$ cat src/rtl/wcap_pkg.sv
package wcap_pkg;

  typedef enum logic [1:0] {
    ST_IDLE = 2'd0,
    ST_WAIT = 2'd1,
    ST_FILL = 2'd2
  } cap_state_e;

  // address window tag for addr[31:4]
  localparam logic [27:0] RSV_TAG = 28'hFFF_FFFF;

  localparam logic [3:0] OFF_CTRL  = 4'd0;
  localparam logic [3:0] OFF_STAT  = 4'd1;
  localparam logic [3:0] OFF_WIDTH = 4'd2;
  localparam logic [3:0] OFF_DEPTH = 4'd3;
  localparam logic [3:0] OFF_VER   = 4'd4;
  localparam logic [3:0] OFF_RISE  = 4'd5;
  localparam logic [3:0] OFF_FALL  = 4'd6;
  localparam logic [3:0] OFF_HIGH  = 4'd7;
  localparam logic [3:0] OFF_LOW   = 4'd8;
  localparam logic [3:0] OFF_INDEX = 4'd9;
  localparam logic [3:0] OFF_DATA  = 4'd10;

  // one probe bit meets one of its enabled conditions
  function automatic logic bit_met(input logic cur, input logic prv,
                                   input logic er, input logic ef,
                                   input logic eh, input logic el);
    return (er & cur & ~prv) | (ef & ~cur & prv) | (eh & cur) | (el & ~cur);
  endfunction

  // probe bit takes part in the trigger at all
  function automatic logic bit_used(input logic er, input logic ef,
                                    input logic eh, input logic el);
    return er | ef | eh | el;
  endfunction

endpackage

$ cat src/rtl/wcap_trig.sv
module wcap_trig
  import wcap_pkg::*;
#(
  parameter int W = 8
) (
  input  logic         clk,
  input  logic         rst_n,
  input  logic [W-1:0] probe,
  input  logic [W-1:0] en_rise,
  input  logic [W-1:0] en_fall,
  input  logic [W-1:0] en_high,
  input  logic [W-1:0] en_low,
  output logic         hit
);

  logic [W-1:0] prev_q;
  logic [W-1:0] bit_ok;

  always_ff @(posedge clk or negedge rst_n) begin
    if (!rst_n) prev_q <= '0;
    else        prev_q <= probe;
  end

  for (genvar gi = 0; gi < W; gi++) begin : g_bit
    assign bit_ok[gi] = !bit_used(en_rise[gi], en_fall[gi], en_high[gi], en_low[gi])
                     || bit_met(probe[gi], prev_q[gi],
                                en_rise[gi], en_fall[gi], en_high[gi], en_low[gi]);
  end

  assign hit = &bit_ok;

endmodule

$ cat src/rtl/wcap_ctrl.sv
module wcap_ctrl
  import wcap_pkg::*;
#(
  parameter int DEPTH = 32,
  parameter int AW    = 5
) (
  input  logic          clk,
  input  logic          rst_n,
  input  logic          arm,
  input  logic          cancel,
  input  logic          hit,
  output logic          armed,
  output logic          filling,
  output logic          done,
  output logic          fire,
  output logic          wr_en,
  output logic [AW-1:0] wr_addr
);

  localparam logic [AW-1:0] LAST_IDX = AW'(DEPTH - 1);

  cap_state_e    st_q;
  logic [AW-1:0] cnt_q;
  logic          last;

  assign armed   = (st_q == ST_WAIT);
  assign filling = (st_q == ST_FILL);
  assign fire    = armed && hit && !arm && !cancel;
  assign wr_en   = fire || (filling && !arm && !cancel);
  assign wr_addr = fire ? '0 : cnt_q;
  assign last    = wr_en && (wr_addr == LAST_IDX);

  always_ff @(posedge clk or negedge rst_n) begin
    if (!rst_n) begin
      st_q  <= ST_IDLE;
      cnt_q <= '0;
      done  <= 1'b0;
    end else if (cancel) begin
      st_q <= ST_IDLE;
    end else if (arm) begin
      st_q  <= ST_WAIT;
      cnt_q <= '0;
      done  <= 1'b0;
    end else if (wr_en) begin
      cnt_q <= wr_addr + 1'b1;
      if (last) begin
        st_q <= ST_IDLE;
        done <= 1'b1;
      end else begin
        st_q <= ST_FILL;
      end
    end
  end

endmodule

$ cat src/rtl/wcap_ram.sv
module wcap_ram #(
  parameter int W     = 8,
  parameter int DEPTH = 32,
  parameter int AW    = 5
) (
  input  logic          clk,
  input  logic          we,
  input  logic [AW-1:0] waddr,
  input  logic [W-1:0]  wdata,
  input  logic          re,
  input  logic [AW-1:0] raddr,
  output logic [W-1:0]  rdata
);

  logic [W-1:0] mem [DEPTH];

  always_ff @(posedge clk) begin
    if (we) mem[waddr] <= wdata;
    if (re) rdata <= mem[raddr];
  end

endmodule

$ cat src/rtl/trig_capture.sv
module trig_capture
  import wcap_pkg::*;
#(
  parameter int          NBITS   = 8,
  parameter int          DEPTH   = 32,
  parameter logic [31:0] VERSION = 32'h0000_0102
) (
  input  logic             clk,
  input  logic             rst_n,
  input  logic [NBITS-1:0] probe_in,
  input  logic             bus_rd,
  input  logic             bus_wr,
  input  logic [31:0]      bus_addr,
  input  logic [31:0]      bus_wdata,
  output logic [31:0]      bus_rdata,
  output logic             user_sel
);

  localparam int AW = (DEPTH > 1) ? $clog2(DEPTH) : 1;

  logic             rsv_hit;
  logic [3:0]       off;
  logic             wr_hit;
  logic             arm_req;
  logic             cancel_req;
  logic [NBITS-1:0] m_rise, m_fall, m_high, m_low;
  logic [AW-1:0]    sample_idx;
  logic             trig_hit;
  logic             armed_w, filling_w, done_w, fire_w, wr_en_w;
  logic [AW-1:0]    wr_addr_w;
  logic [NBITS-1:0] ram_q;
  logic [31:0]      reg_view;
  logic [31:0]      reg_q;
  logic             from_ram_q;
  logic             unused_wdata;

  assign unused_wdata = ^bus_wdata;

  assign rsv_hit    = (bus_addr[31:4] == RSV_TAG);
  assign off        = bus_addr[3:0];
  assign user_sel   = (bus_rd || bus_wr) && !rsv_hit;
  assign wr_hit     = bus_wr && rsv_hit;
  assign arm_req    = wr_hit && (off == OFF_CTRL) && bus_wdata[0];
  assign cancel_req = wr_hit && (off == OFF_CTRL) && bus_wdata[1];

  always_ff @(posedge clk or negedge rst_n) begin
    if (!rst_n) begin
      m_rise     <= '0;
      m_fall     <= '0;
      m_high     <= '0;
      m_low      <= '0;
      sample_idx <= '0;
    end else if (wr_hit) begin
      case (off)
        OFF_RISE:  m_rise     <= bus_wdata[NBITS-1:0];
        OFF_FALL:  m_fall     <= bus_wdata[NBITS-1:0];
        OFF_HIGH:  m_high     <= bus_wdata[NBITS-1:0];
        OFF_LOW:   m_low      <= bus_wdata[NBITS-1:0];
        OFF_INDEX: sample_idx <= bus_wdata[AW-1:0];
        default: ;
      endcase
    end
  end

  wcap_trig #(.W(NBITS)) u_trig (
    .clk     (clk),
    .rst_n   (rst_n),
    .probe   (probe_in),
    .en_rise (m_rise),
    .en_fall (m_fall),
    .en_high (m_high),
    .en_low  (m_low),
    .hit     (trig_hit)
  );

  wcap_ctrl #(.DEPTH(DEPTH), .AW(AW)) u_ctrl (
    .clk     (clk),
    .rst_n   (rst_n),
    .arm     (arm_req),
    .cancel  (cancel_req),
    .hit     (trig_hit),
    .armed   (armed_w),
    .filling (filling_w),
    .done    (done_w),
    .fire    (fire_w),
    .wr_en   (wr_en_w),
    .wr_addr (wr_addr_w)
  );

  wcap_ram #(.W(NBITS), .DEPTH(DEPTH), .AW(AW)) u_ram (
    .clk   (clk),
    .we    (wr_en_w),
    .waddr (wr_addr_w),
    .wdata (probe_in),
    .re    (bus_rd && rsv_hit && (off == OFF_DATA)),
    .raddr (sample_idx),
    .rdata (ram_q)
  );

  always_comb begin
    case (off)
      OFF_STAT:  reg_view = {29'b0, done_w, filling_w, armed_w};
      OFF_WIDTH: reg_view = 32'(NBITS);
      OFF_DEPTH: reg_view = 32'(DEPTH);
      OFF_VER:   reg_view = VERSION;
      OFF_RISE:  reg_view = 32'(m_rise);
      OFF_FALL:  reg_view = 32'(m_fall);
      OFF_HIGH:  reg_view = 32'(m_high);
      OFF_LOW:   reg_view = 32'(m_low);
      OFF_INDEX: reg_view = 32'(sample_idx);
      default:   reg_view = '0;
    endcase
  end

  always_ff @(posedge clk or negedge rst_n) begin
    if (!rst_n) begin
      reg_q      <= '0;
      from_ram_q <= 1'b0;
    end else if (bus_rd && rsv_hit) begin
      reg_q      <= reg_view;
      from_ram_q <= (off == OFF_DATA);
    end
  end

  assign bus_rdata = from_ram_q ? 32'(ram_q) : reg_q;

endmodule

$ cat config.mk
export PLATFORM = sky130hd
export DESIGN_NAME = trig_capture
export DESIGN_NICKNAME = d
export VERILOG_FILES = /design/src/rtl/wcap_pkg.sv /design/src/rtl/wcap_trig.sv /design/src/rtl/wcap_ctrl.sv /design/src/rtl/wcap_ram.sv /design/src/rtl/trig_capture.sv
export SDC_FILE = /design/constraint.sdc
export NUM_CORES = 1
export LEC_CHECK = 0
export BUFFER_PORTS_ARGS = -buffer_cell sky130_fd_sc_hd__buf_2
export CORE_ASPECT_RATIO = 1.75
export CORE_MARGIN = 1.5
export CORE_UTILIZATION = 64
export CTS_CLUSTER_SIZE = 40
export DETAILED_ROUTE_END_ITERATION = 16
export PLACE_DENSITY = 0.8
export SLEW_MARGIN = 20
export SYNTH_ARGS = -nofsm -noshare
export SYNTH_HDL_FRONTEND = slang
export SYNTH_HIERARCHICAL = 1
export SYNTH_SLANG_ARGS = --single-unit
$ cat constraint.sdc
create_clock -name clk -period 10.1 [get_ports clk]
set_input_delay 0 -clock clk [delete_from_list [all_inputs] [get_ports clk]]
set_output_delay 0 -clock clk [all_outputs]
set_load 0.05 [all_outputs]
==> results of run 1 <==
## stage by stage
step | total power (uW) | instance area (um2) | hold slack [ps]
2_1_floorplan | 1520 | 13900 | -296
3_3_place_gp | 1550 | 14200 | -83.7
3_5_place_dp | 1550 | 14200 | -78.1
4_1_cts | 2550 | 15300 | 63.6
5_1_grt | 2590 | 15300 | 94.3
6_report | 2530 | 15300 | 88.6
## per-layer routing
layer,up-vias,track usage
li1,3161,-
met5,-,0
met3,72,0.0279
met4,0,0.130
met2,327,0.520
met1,3773,0.312
## registers in the layout (all words and copies together), names as in the netlist
name,flops
m_rise,8
m_high,8
u_ram/rdata,8
u_ctrl/st_q,2
from_ram_q,1
u_ctrl/done,1
reg_q,9
m_fall,8
u_ram/mem,256
u_ctrl/cnt_q,5
m_low,8
u_trig/prev_q,8
sample_idx,5
## power groups by stage
stage	clock network, uW	logic (uW)	registers [uW]
4_1_cts	1020	72.7	1460
3_3_place_gp	0	62.7	1490
2_1_floorplan	0	36.2	1490
6_report	998	72.7	1460
5_1_grt	1060	77.8	1460
3_5_place_dp	0	66.7	1490
## critical path, stage by stage, from the launching register on
cell and delay, ps:
dfrtp_1 410, nor3_1 70, a2111oi_0 680, nor4_1 160
nand2_1 110, nor2_1 160, and3b_2 300, a21oi_1 910
or3b_2 560, nor2_1 630
## cells in the final DEF, fill, tap and decap left out, types with 4 or more instances in the layout
cell type and count:
a22oi_1 5, nand4_1 10, nor3_1 17, nor2b_1 7
edfxtp_1 264, nor4_1 4, clkinvlp_4 5, dfrtp_1 60
and2_1 7, conb_1 23, nand2b_1 4, dlygate4sd3_1 19
buf_2 61, o211ai_1 5, nand3_1 4, clkbuf_16 27
clkinv_1 7, a2111oi_0 7, nor4b_1 6, nand4_2 4
a21oi_1 12, mux2_2 67, mux4_2 80, nand2_1 13
buf_4 5, nand3b_1 7, nor3b_1 4, nor2_1 40
inv_1 8
## layout make-up
| class | instances | area, um2 |
|---|---|---|
| sequential | 327 | 9510 |
| fill | 1295 | 6030 |
| multi-input combinational | 380 | 4040 |
| clock buffer | 30 | 687 |
| timing repair buffer | 85 | 533 |
| tap | 255 | 319 |
| clock inverter | 20 | 161 |
| inverter | 9 | 36.3 |
## worst paths after layout
kind	start	end	cells past startpoint	slack (ps)
max	m_rise[1]	u_ram/mem[18][5]	9	5720
min	bus_addr[3]	u_ram/rdata[4]	3	90
max reg2reg	m_rise[1]	u_ram/mem[18][5]	9	5720
min reg2reg	reg_q[8]	reg_q[8]	1	500
max in group asynchronous	rst_n	sample_idx[0]	3	9000
min in group asynchronous	rst_n	m_high[7]	3	130
==> metrics.md, run 1 <==
| Metric | Value |
|---|---|
| MaxCap Viol Count | 0 |
| Core ar. | 21300 um2 |
| Vias | 7333 |
| Hold bufs inserted after CTS | 19 |
| Finished Layout Cells | 1106 |
| Vias in the first global route | 7747 |
| Area Overhead vs Synth | 10.6% |
| Clock-pin slew on the worst setup and hold paths | 70 ps |
| Met2 routed WL | 17100 um |
| Routed WL per cell | 27.4 um |
| Switching share of power | 0.202 |
| Pwr dens | 165 nW/um2 |
| Iteration-0 DRC Markers | 666 |
| Static leakage | 0.00530 uW |
| GRT Overall Usage | 0.277 |
| Dpl cells | 1037 |
| Total wire length | 30300 um |
| Top Metal Used | met4 |
| Final setup vio count | 0 |
| Clock skew | 14.7 ps |
| Worst-margin pin slew | 1160 ps |
| Share of layout cells above drive strength 1 | 0.327 |
| Antenna viol nets, final | 0 |
| Startpoint Class | flip-flop |
| Slew Limit Fails | 0 |
| GRT overflow | 0 |
| Die ar. | 22500 um2 |
| Rel. slew slack | 0.225 |
| M1 WL | 10400 um |
| Standard-cell row count | 71 |
| I/O pin total | 109 |
| First-pass GRT wire length | 45100 um |
| RSZ-0062 raised after global routing | no |
| GP Congestion | 0.914 |
| Final min period | 4380 ps |
| Reported net switching power | 512 uW |
| Crit end category | flip-flop |
| H-tree levels | 1 |
| PortBufs | 61 |
| Hold WC Path Type | in -> reg |
| Drt drc | 0 |
| Max Clock Freq | 0.228 GHz |
| Ant diodes | 0 |
| Final hold vios | 0 |
| Final worst path period share | 0.434 |
| Layout Nets | 908 |
| Status | finished clean |
| Total CTS buffers | 27 |
| Vias per inst | 6.63 |
| Clock power share | 0.395 |
| DIE HEIGHT | 197 um |
| TNS Setup | 0 ps |
| Synth warn | 6 |
| Sequential Power Share | 0.577 |
| Drt pass-1 iters | 5 |
| Dpl hpwl | 19800 um |
| Die width | 114 um |
| Worst setup margin | 5720 ps |
| Initial core utilization | 0.648 |
| Clk root buf | clkbuf_16 |
| WL met3 | 1410 um |
| Internal | 2020 uW |
| CP required | 10260 ps |
| Synth Instances | 748 |
| Setup WS pre-CTS | 5760 ps |
| Logic pwr share | 0.029 |
| CTS sink count | 327 |
| Worst skew pair latency | 530 ps |
| Worst-path fanout max | 9 |
| Data arrival, critical path | 4550 ps |
| Mean cell area of the mapped netlist | 18.5 um2 |
| Post-CTS sizing | 0 |
| CP Class | reg -> reg |
| Clock Tree Buf Depth | 3 |
| Initial antenna violation count | 0 |
| Final Core Density | 0.717 |
| CTS tree | built |
| Peak VDD IR | 0.000130 V |
| Post-CTS Setup Inserts | 0 |
| Mapped cell area | 13800 um2 |
| Largest net degree at the start of global routing | 63 |
No activity file was read; power rests on OpenSTA's default activity.
==> run 2, diff against run 1 <==
CORE_UTILIZATION = 60   (was 64)
PLACE_DENSITY = 0.76   (was 0.8)
clock period = 4.6 ns   (was 10.1 ns; I/O delays follow)
==> run 2 against run 1 <==
Net effect: maximum frequency is 8.3% higher; clock skew is 5.2 ps lower; largest power group unchanged; largest cell class unchanged; critical path depth is 2 higher; sequential cell count stayed put; die area is 6.5% higher; sequential power is 120% higher; first-iteration DRC count is 2.0% lower; clock power is 110% higher.
==> metrics.md, run 2 (synthesis gave the netlist of run 1 again) <==
| Metric | Value |
|---|---|
| Final worst path period share | 0.880 |
| Worst-margin pin slew | 1060 ps |
| Area Overhead vs Synth | 12.6% |
| Static leakage | 0.00548 uW |
| Number of cells on the critical path | 11 |
| Crit end category | flip-flop |
| Final hold vios | 0 |
| Largest registers | u_ram/mem (256), reg_q (9) |
| Status | finished clean |
| CP Cell Sequence | nor3_1 -> a2111oi_0 -> buf_4 -> nor4_1 -> nand2_1 -> nor2_1 -> and3b_2 -> nand2_2 -> and2_1 -> or3_1 -> nor2_1 |
| MaxCap Viol Count | 0 |
| Clock-pin slew on the worst setup and hold paths | 70 ps |
| Final min period | 4050 ps |
| Total wire length | 30000 um |
| I/O pin total | 109 |
| Clk root buf | clkbuf_16 |
| Hold WC Path Type | in -> async |
| Most common cell after layout, fill and taps aside | edfxtp_1 |
| GRT Overall Usage | 0.256 |
| Max Clock Freq | 0.247 GHz |
| First-pass GRT wire length | 45500 um |
| TNS Setup | 0 ps |
| Rel. slew slack | 0.291 |
| Vias per inst | 6.25 |
| DIE HEIGHT | 204 um |
| Crit-path max cell delay | 620 ps |
| Core ar. | 22700 um2 |
| Data arrival, critical path | 4220 ps |
| GP Congestion | 0.935 |
| Die width | 118 um |
| Total CTS buffers | 26 |
| WL met3 | 1410 um |
| Routed WL per cell | 25.4 um |
| Worst-path fanout max | 8 |
| CP Class | reg -> reg |
| Slew Limit Fails | 0 |
| Share of layout cells above drive strength 1 | 0.349 |
| GRT overflow | 0 |
| Most flop-heavy register | u_ram/mem |
| Layout Nets | 941 |
| Vias | 7365 |
| Die ar. | 24000 um2 |
| CP required | 4770 ps |
| Iteration-0 DRC Markers | 653 |
| Peak VDD IR | 0.000318 V |
| CTS sink count | 327 |
| Max FFs per register | 256 |
| Largest net degree at the start of global routing | 51 |
| Met2 routed WL | 16800 um |
| Ant diodes | 0 |
| Drt drc | 0 |
| Clock Tree Buf Depth | 3 |
| PortBufs | 61 |
| Slowest-stage cell, CP | nor2_1 |
| RSZ-0062 raised after global routing | no |
| R2R cell count | 11 |
| Crit path top cell by count | nor2_1 |
| Worst setup margin | 552 ps |
| Startpoint Class | flip-flop |
| Setup WS pre-CTS | 630 ps |
| Initial core utilization | 0.610 |
| Critical path's top delay family | simple AND/OR/NAND/NOR gates |
| Worst Path Buf+Inv | 1 |
| Standard-cell row count | 73 |
| Antenna viol nets, final | 0 |
| Top Metal Used | met4 |
| CTS tree | built |
| Vias in the first global route | 7870 |
| Most frequent cells in the layout | 264 x edfxtp_1, 80 x mux4_2, 67 x mux2_2 |
| Pwr dens | 354 nW/um2 |
| H-tree levels | 1 |
| Worst skew pair latency | 540 ps |
| Final setup vio count | 0 |
| Dpl hpwl | 21200 um |
| Clock skew | 9.53 ps |
| Drt pass-1 iters | 5 |
| Initial antenna violation count | 0 |
| M1 WL | 10000 um |
==> run 2: cell types whose count changed in the layout (fill, tap and decap cells not counted), moves of 3 or more <==
cell / delta
clkbuf_1: +3
clkinv_1: -3
clkinvlp_4: -4
buf_4: +35
==> run 2: timing repair <==
| action | CTS | global route |
|---|---|---|
| buffers inserted | 0 | 0 |
| hold buffers | 18 | 0 |
| gates resized for setup | 0 | 0 |
| hold endpoints to repair | 131 | 0 |
==> run 2: final timing paths <==
check                                   to  slack (ps)   startpoint
setup / recovery           u_ram/mem[3][1]         550    m_fall[1]
hold / removal                   m_rise[7]          20        rst_n
setup reg to reg           u_ram/mem[3][1]         550    m_fall[1]
hold reg to reg                   reg_q[4]         500     reg_q[4]
max in group asynchronous    sample_idx[0]        3660        rst_n
min in group clk            u_ram/rdata[1]          90  bus_addr[3]
==> run 2: area by class of cell <==
| cell class | instances | area (um2) |
|---|---|---|
| Clock inverter | 11 | 106 |
| Inverter | 9 | 36.3 |
| Fill cell | 1511 | 7100 |
| Sequential cell | 327 | 9510 |
| Tap cell | 300 | 375 |
| Timing Repair Buffer | 119 | 786 |
| Multi-Input combinational cell | 380 | 4040 |
| Clock buffer | 33 | 698 |
==> run 2: stage by stage <==
stage / total power (uW) / cell area, um2 / cells / util / hold WS [ps]
finish: 5500 / 15600 / 1179 / 0.687 / 16.0
global route: 5660 / 15600 / 1179 / 0.687 / 62.5
CTS: 5540 / 15500 / 1179 / 0.686 / 26.1
detailed placement: 3420 / 14600 / 1117 / 0.643 / 61.7
global placement: 3410 / 14600 / 1117 / 0.643 / 57.0
floorplan: 3340 / 13900 / 770 / - / -296
==> run 2: report_power, final <==
part	internal (uW)	switching, uW	total [uW]
clock	1180	959	2140
sequential	3200	1.88	3200
combinational	38.2	126	164
==> run 2: routing by layer <==
layer,GRT usage,up-vias
li1,-,3223
met1,0.271,3762
met2,0.482,293
met3,0.0336,87
met4,0.155,0
met5,0,-
==> run 3, diff against run 2 <==
BUFFER_PORTS_ARGS = not set   (was -buffer_cell sky130_fd_sc_hd__buf_2)
CORE_UTILIZATION = 63   (was 60)
DONT_BUFFER_PORTS = 1   (was not set)
PLACE_DENSITY = 0.75   (was 0.76)
==> run 3 against run 2 <==
Net effect: setup slack got worse by 35 ps; critical endpoint is now u_ram/mem[31][2]; routed wire length grew 5.0%; maximum frequency is 0.86% lower; non-clock buffer count decreased by 45; first-iteration DRC count rose by 22%; critical path depth shrank 1; utilization is 4.4 points higher; clock power up 17%; highest routed layer unchanged; sequential power about the same; clock skew fell by 0.57 ps; die area shrank 4.7%.
==> metrics.md, run 3 (synthesis gave the netlist of run 1 again) <==
| Metric | Value |
|---|---|
| R2R Path Start | m_fall[6] |
| R2R setup slack | 520 ps |
| TNS Setup | 0 ps |
| Clock skew | 8.95 ps |
| Drt pass-1 iters | 7 |
| Vias | 7466 |
| Dpl hpwl | 19600 um |
| Initial core utilization | 0.643 |
| Core ar. | 21500 um2 |
| Final min period | 4080 ps |
| First-pass GRT wire length | 46800 um |
| Hold Path Origin | bus_addr[3] |
| Most common cell after layout, fill and taps aside | edfxtp_1 |
| Initial antenna violation count | 1 |
| R2R cell count | 10 |
| Worst skew pair latency | 550 ps |
| Most flop-heavy register | u_ram/mem |
| Finished Layout Cells | 1135 |
| Vias in the first global route | 7788 |
| Drt drc | 0 |
| Final setup vio count | 0 |
| I/O pin total | 109 |
| Most frequent cells in the layout | 264 x edfxtp_1, 80 x mux4_2, 67 x mux2_2 |
| Vias per inst | 6.58 |
| MaxCap Viol Count | 0 |
| Total CTS buffers | 28 |
| Static leakage | 0.00544 uW |
| Final Core Density | 0.731 |
| Area Overhead vs Synth | 13.7% |
| Startpoint Class | flip-flop |
| CTS tree | built |
| Data arrival, critical path | 4260 ps |
| Post-CTS Setup Inserts | 0 |
| DIE HEIGHT | 199 um |
| Critical R2R Capture | u_ram/mem[31][2] |
| GRT Overall Usage | 0.286 |
| Die width | 115 um |
| Slew Limit Fails | 0 |
| GP Congestion | 0.924 |
| Standard-cell row count | 71 |
| CTS sink count | 327 |
| Worst Hold Path Cells | 4 |
| Max FFs per register | 256 |
| Max Clock Freq | 0.245 GHz |
| Die ar. | 22900 um2 |
| PortBufs | 0 |
| GRT overflow | 0 |
| Largest registers | u_ram/mem (256), reg_q (9) |
| Worst-margin pin slew | 1100 ps |
| Pwr dens | 373 nW/um2 |
| Iteration-0 DRC Markers | 794 |
| Clock-pin slew on the worst setup and hold paths | 70 ps |
| Total wire length | 31500 um |
| Clock Tree Buf Depth | 3 |
| Final hold vios | 0 |
| Antenna viol nets, final | 0 |
| Hold WC Path Type | in -> reg |
| Share of layout cells above drive strength 1 | 0.310 |
| Rel. slew slack | 0.263 |
| Routed WL per cell | 27.7 um |
| Final worst path period share | 0.888 |
| H-tree levels | 1 |
| Dpl cells | 1039 |
| CP required | 4780 ps |
| Layout Nets | 898 |
| RSZ-0062 raised after global routing | no |
| Total power | 5850 uW |
| Crit end category | flip-flop |
| CP Class | reg -> reg |
| Peak VDD IR | 0.000388 V |
| Clk root buf | clkbuf_16 |
| Worst-path fanout max | 8 |
| Status | finished clean |
| Hold endpoint | reg_q[3] |
| Largest net degree at the start of global routing | 64 |
[run 3: cell count changes in the layout (fill, tap and decap cells not counted), sizes merged]
cell | previous run | this run
buf | 101 | 41
bufinv | 2 | 5
clkbuf | 33 | 29
clkinv | 7 | 10
clkinvlp | 2 | 6
diode | 0 | 2
dlygate4sd3 | 18 | 33
inv | 9 | 10
[run 3: power by group]
part | switching (uW) | leakage [uW] | internal, uW
Combinational | 114 | 0.00175 | 41.2
Sequential | 2.19 | 0.00322 | 3200
Clock | 1060 | 0.000469 | 1440
Total | 1170 | 0.00544 | 4680
[run 3: what timing repair did]
| action | 4_1_cts | 5_1_grt |
|---|---|---|
| hold buffers | 41 | 2 |
| resized for setup | 0 | 0 |
| endpoints found under the hold margin | 385 | 2 |
[run 3: worst max-delay path by stage]
| stage | startpoint | endpoint | slack [ps] | depth (start not counted) |
|---|---|---|---|---|
| floorplan | m_fall[3] | u_ram/mem[28][0] | 1380 | 10 |
| global placement | m_fall[3] | u_ram/mem[7][2] | 870 | 9 |
| detailed placement | m_fall[3] | u_ram/mem[27][7] | 710 | 9 |
| CTS | m_fall[3] | u_ram/mem[27][7] | 710 | 9 |
| global route | m_fall[6] | u_ram/mem[7][3] | 290 | 10 |
| finish | m_fall[6] | u_ram/mem[31][2] | 520 | 10 |
[run 3: area by class of cell]
class | instances | area [um2]
repair buffers | 74 | 763
well taps | 292 | 365
clock buffers | 29 | 726
multi-input cells | 380 | 4040
flip-flops and latches | 327 | 9510
fillers | 1292 | 5790
diodes | 2 | 5.00
inverters | 9 | 36.3
clock inverters | 22 | 267
[run 3: per-stage QoR]
stage / worst slack [ps] / hold WS (ps) / instance area (um2)
after floorplan: 1380 / -296 / 13900
after global placement: 871 / -294 / 14200
after detailed placement: 706 / -294 / 14200
after CTS: 712 / 3.07 / 15700
after global routing: 291 / 48.0 / 15700
final: 517 / 32.2 / 15700
[run 3: worst max-delay path: stages (launching register included)]
cell	delay [ps]
dfrtp_1	440
nor3_1	290
nor4b_1	100
nor4_1	340
nand2_1	80
nor2_1	580
nand3b_4	180
a21oi_1	220
and2_1	250
nand3_1	440
nor2_1	770
[run 3: metal layers]
layer	vias up	GRT usage	wire length (um)
li1	3147	-	-
met1	3810	0.326	10500
met2	420	0.512	17100
met3	89	0.0384	2040
met4	0	0.165	1840
met5	-	0	0
